<file path="config.mk">
export PLATFORM = sky130hd
export DESIGN_NAME = fsk_slicer
export DESIGN_NICKNAME = d
export VERILOG_FILES = /design/src/rtl/fsk_slicer.sv
export SDC_FILE = /design/constraint.sdc
export NUM_CORES = 1
export LEC_CHECK = 0
export BUFFER_PORTS_ARGS = -buffer_cell sky130_fd_sc_hd__buf_4
export CAP_MARGIN = 10
export CELL_PAD_IN_SITES_DETAIL_PLACEMENT = 1
export CELL_PAD_IN_SITES_GLOBAL_PLACEMENT = 1
export CORE_MARGIN = 2
export CORE_UTILIZATION = 37
export CTS_CLUSTER_DIAMETER = 120
export DETAILED_ROUTE_END_ITERATION = 8
export PLACE_DENSITY_LB_ADDON = 0.1
export SYNTH_ARGS = -nofsm -noshare
export SYNTH_HDL_FRONTEND = slang
export SYNTH_SLANG_ARGS = --single-unit
</file>
<file path="constraint.sdc">
create_clock -name clk -period 9.95 [get_ports clk]
set_input_delay 1.4925 -clock clk [delete_from_list [all_inputs] [get_ports clk]]
set_output_delay 1.4925 -clock clk [all_outputs]
set_load 0.01 [all_outputs]
</file>
<file path="src/rtl/fsk_slicer.sv">
module fsk_slicer #(
  parameter int W = 12
) (
  input  logic                clk,
  input  logic                rst,
  input  logic                restart,
  input  logic                smp_valid,
  input  logic signed [W-1:0] smp,
  input  logic        [1:0]   dev_exp,
  input  logic        [3:0]   dev_man,
  input  logic        [1:0]   settle,
  output logic                bit_out,
  output logic                est_ready,
  output logic signed [W-1:0] offset
);
  localparam int E = W + 2;
  localparam int A = W + 5;

  logic                have, dirv, up, rdy;
  logic signed [W-1:0] hi, lo, ext, lmax, lmin, thr;
  logic        [1:0]   ntr;
  logic signed [A-1:0] acc;
  logic        [4:0]   nacc;

  logic signed [E-1:0] dev, sx, hix, lox, extx, msum;
  logic                tr, hmax;
  logic signed [W-1:0] hv, nmax, nmin, mid, thr_use;
  logic        [2:0]   sh;
  logic signed [A-1:0] accn;

  assign dev  = $signed(E'(dev_man) << dev_exp);
  assign sx   = E'(smp);
  assign hix  = E'(hi);
  assign lox  = E'(lo);
  assign extx = E'(ext);

  always_comb begin
    tr = 1'b0;
    hmax = 1'b0;
    hv = ext;
    if (have) begin
      if (!dirv) begin
        if (sx - lox > dev) begin
          tr = 1'b1; hmax = 1'b0; hv = lo;
        end else if (hix - sx > dev) begin
          tr = 1'b1; hmax = 1'b1; hv = hi;
        end
      end else if (up) begin
        if (extx - sx > dev) begin
          tr = 1'b1; hmax = 1'b1;
        end
      end else if (sx - extx > dev) begin
        tr = 1'b1;
      end
    end
  end

  assign nmax = hmax ? hv : lmax;
  assign nmin = hmax ? lmin : hv;
  assign msum = E'(nmax) + E'(nmin);
  assign mid  = W'(msum >>> 1);
  assign accn = acc + A'(mid);
  assign sh   = {1'b0, settle} + 3'd1;

  assign thr_use   = (settle == 2'b00 || !rdy) ? '0 : thr;
  assign offset    = thr_use;
  assign est_ready = rdy && (settle != 2'b00);

  always_ff @(posedge clk) begin
    if (rst || restart) begin
      bit_out <= 1'b0;
      have <= 1'b0; dirv <= 1'b0; up <= 1'b0; rdy <= 1'b0;
      hi <= '0; lo <= '0; ext <= '0; lmax <= '0; lmin <= '0; thr <= '0;
      ntr <= '0; acc <= '0; nacc <= '0;
    end else if (smp_valid) begin
      bit_out <= (smp >= thr_use);
      have <= 1'b1;
      if (!have) begin
        hi <= smp; lo <= smp; ext <= smp;
      end else if (tr) begin
        dirv <= 1'b1;
        up   <= !hmax;
        ext  <= smp;
        if (hmax) lmax <= hv;
        else      lmin <= hv;
        if (ntr != 2'd3) ntr <= ntr + 2'd1;
        if (ntr == 2'd2) begin
          rdy  <= 1'b1;
          thr  <= mid;
          acc  <= A'(mid);
          nacc <= 5'd1;
        end else if (ntr == 2'd3) begin
          if (nacc + 5'd1 == (5'd1 << sh)) begin
            thr  <= W'(accn >>> sh);
            acc  <= '0;
            nacc <= '0;
          end else begin
            acc  <= accn;
            nacc <= nacc + 5'd1;
          end
        end
      end else if (!dirv) begin
        if (smp > hi) hi <= smp;
        if (smp < lo) lo <= smp;
      end else if (up) begin
        if (smp > ext) ext <= smp;
      end else if (smp < ext) begin
        ext <= smp;
      end
    end
  end
endmodule


</file>
==> impl_metrics.env <==
export IMPL_hold_slack_ns=0.4566
export IMPL_power_leakage_uw=0.004924
export IMPL_fp_dieH_um=167.6
export IMPL_ir_drop_mv=0.07561
export IMPL_hold_buffers=0
export IMPL_antenna_found_initial=0
export IMPL_synth_edff_count=0
export IMPL_finClkSkew_ns=0.01442
export IMPL_gr_total_overflow=0
export IMPL_ys_seq_elements=101
export IMPL_synthFlopType="dfxtp_1"
export IMPL_totalPowerFinal_uw=1134
export IMPL_root_buffer="clkbuf_16"
export IMPL_initial_utilization=0.3789
export IMPL_syn_inst=1287
export IMPL_via_per_inst=5.569
export IMPL_rows=59
export IMPL_ys_seq_area_frac=0.2042
export IMPL_grtUsageTotal=0.2302
export IMPL_cap_violations=0
export IMPL_p_int_uw=759.6
export IMPL_area_growth_pct=10.11
export IMPL_io_pins=38
export IMPL_io_buffers=37
export IMPL_p_per_area_nw_per_um2=104.1
export IMPL_vias=9145
export IMPL_wirelength_um=31640
export IMPL_ant_nets=0
export IMPL_clk_latency_ns=0.36
export IMPL_setup_violations=0
export IMPL_path_class="in2reg"
export IMPL_htreeDepth=3
export IMPL_dp_cells=1626
export IMPL_status="finished clean"
export IMPL_pwr_share_clk=0.357
export IMPL_pwr_share_comb=0.275
export IMPL_rsz0062_at_grt="no"
export IMPL_clk_pin_slew_worst_paths_ns=0.08
export IMPL_synth_cell_types=71
export IMPL_first_pass_iters=5
export IMPL_cpMostUsedCell="ha_1"
export IMPL_cts_sinks=101
export IMPL_async_flop_share=0
export IMPL_num_nets_final=1459
export IMPL_worstPathRequired_ns=10.25
export IMPL_switching_power_uw=374.9
export IMPL_path_max_fanout=16
export IMPL_finalMaxSlewViolations=0
export IMPL_min_period_ns=9.193
export IMPL_routabilityCongestion=0.8273
export IMPL_drive_above_1_share=0.09334
export IMPL_cts_tree="yes"
export IMPL_yosys_warnings=0
export IMPL_hold_path_class="reg2reg"
export IMPL_p_seq_frac=0.368
export IMPL_cts_buffers=9
export IMPL_drt_first_iter_violations=374
export IMPL_fp_dieW_um=167.6
export IMPL_synth_area_um2=9901
export IMPL_cpMaxStageDelayCell="o41a_1"
export IMPL_p_sw_frac=0.3305
export IMPL_fin_crit_sh=0.9240
export IMPL_max_freq_mhz=108.8
export IMPL_tns_ns=0
export IMPL_slew_headroom=0.3174
export IMPL_grt_pass1_vias=9362
export IMPL_clockBufferDepth=2
export IMPL_grt_start_max_net_pins=87
export IMPL_fin_cells=1642
export IMPL_die_area_um2=28080
export IMPL_worst_slew_pin_slew_ns=1.021
export IMPL_core_um2=26130
export IMPL_slowest_delay_ns=0.63
export IMPL_crit_path_start_kind="input pin"
export IMPL_place_hpwl_um=25380
export IMPL_post_drt_wl_per_cell_um=19.27
export IMPL_syn_area_per_cell_um2=7.693
export IMPL_cp_arrival_ns=9.49
export IMPL_hold_viol=0
export IMPL_drc=0
export IMPL_antenna_cells=0
export IMPL_synthesis_nets=1444
export IMPL_end_kind="register"
export IMPL_grt_pass1_wl_um=51250
## critical path: cells and delay by family
| kind | cells | cell delay [ns] |
|---|---|---|
| adders and majority gates | 5 | 1.71 |
| buffers and inverters | 3 | 0.54 |
| muxes | 2 | 0.62 |
| AOI/OAI and AO/OA | 19 | 4.20 |
| and+or+nand+nor | 5 | 0.49 |
| xor gates and xnor gates | 2 | 0.39 |
## layer usage
metal / global-route usage / vias to the layer above / routed length, um
li1: - / 4599 / -
met1: 0.2751 / 4391 / 13870
met2: 0.4258 / 106 / 16010
met3: 0.02293 / 49 / 633
met4: 0.08507 / 0 / 1126
met5: 0 / - / 0
## worst paths after layout
| kind | from | endpoint | slack [ns] | cells past startpoint |
|---|---|---|---|---|
| max | smp[0] | thr[8] | 0.76 | 36 |
| min | thr[0] | thr[0] | 0.46 | 2 |
| max reg2reg | lo[1] | thr[8] | 1.72 | 34 |
| min reg2reg | thr[0] | thr[0] | 0.46 | 2 |
## kinds of logic after synthesis
kind of cell	synth area share
AO/OA/AOI/OAI	0.2284
XOR/XNOR	0.05219
adder cells (fa/ha/maj)	0.1726
buffers and inverters	0.05320
flip-flops	0.2042
multiplexers	0.1074
AND/OR/NAND/NOR	0.1820
## flip-flops by register name, summed over array words and instances, names as in the netlist
name     flops
acc         17
bit_out      1
dirv         1
ext         12
have         1
hi          12
lmax        12
lmin        12
lo          12
nacc         5
ntr          2
rdy          1
thr         12
up           1
## power groups by stage
stage | sequential [uW] | combinational [uW] | clock [uW]
5_1_grt | 418 | 353 | 432
2_1_floorplan | 423 | 225 | 0
3_3_place_gp | 427 | 308 | 0
3_5_place_dp | 427 | 312 | 0
4_1_cts | 418 | 315 | 421
6_report | 418 | 312 | 405
## area by class of cell
class                      count  area [um^2]
timing repair buffer          60        450.4
tap                          335        419.2
multi-input combinational   1046         7367
clock buffer                   9        225.2
sequential                   101         2022
inverter                      84        315.3
clock inverter                 7        102.6
fill                        3236        15230
## repair_timing
action                     CTS  global route
setup buffers                0             0
setup endpoints to repair    0             2
resized for setup            0             2
## through the flow
stage | util | setup slack, ns | instance area [um^2]
2_1_floorplan | - | 1.018 | 9901
3_3_place_gp | 0.4045 | 0.4511 | 10570
3_5_place_dp | 0.4045 | 0.2393 | 10570
4_1_cts | 0.4171 | 0.6081 | 10900
5_1_grt | 0.4172 | 0.06500 | 10900
6_report | 0.4172 | 0.7566 | 10900
## Yosys cell counts (all sizes together), types with 9 or more instances
cell    count  share of area
nor4       10         0.0063
xor2       20          0.018
dfxtp     101           0.20
nand2      96          0.036
a21o       32          0.024
a31oi      10         0.0069
inv        83          0.031
nand4      10         0.0063
mux2i      71          0.072
nor2      175          0.066
mux2       29          0.033
nand2b     17          0.011
ha        127           0.16
o31ai      12          0.011
o21ai      78          0.039
o21bai      9         0.0068
a21oi     105          0.053
nor2b      16          0.010
clkbuf     48          0.018
nor3       20          0.010
xnor2      39          0.035
nand3      23          0.012
o21a       14          0.011
a22oi      14          0.011
a211oi     31          0.024
## layout by cell type (no fill, tap or decap), types with 17 or more instances in the layout
| cell type | synthesis | routed |
|---|---|---|
| xor2_1 | 20 | 20 |
| inv_1 | 83 | 83 |
| mux2_2 | 28 | 28 |
| nor3_1 | 20 | 20 |
| xnor2_1 | 39 | 39 |
| nand3_1 | 23 | 23 |
| a21o_1 | 32 | 32 |
| nand2_1 | 96 | 96 |
| a21oi_1 | 104 | 104 |
| nor2_1 | 175 | 174 |
| o21ai_0 | 76 | 75 |
| a211oi_1 | 31 | 31 |
| dfxtp_1 | 101 | 101 |
| buf_4 | 0 | 60 |
| nand2b_1 | 17 | 17 |
| ha_1 | 127 | 127 |
| mux2i_1 | 71 | 71 |
(Power assumes the default switching activity.)
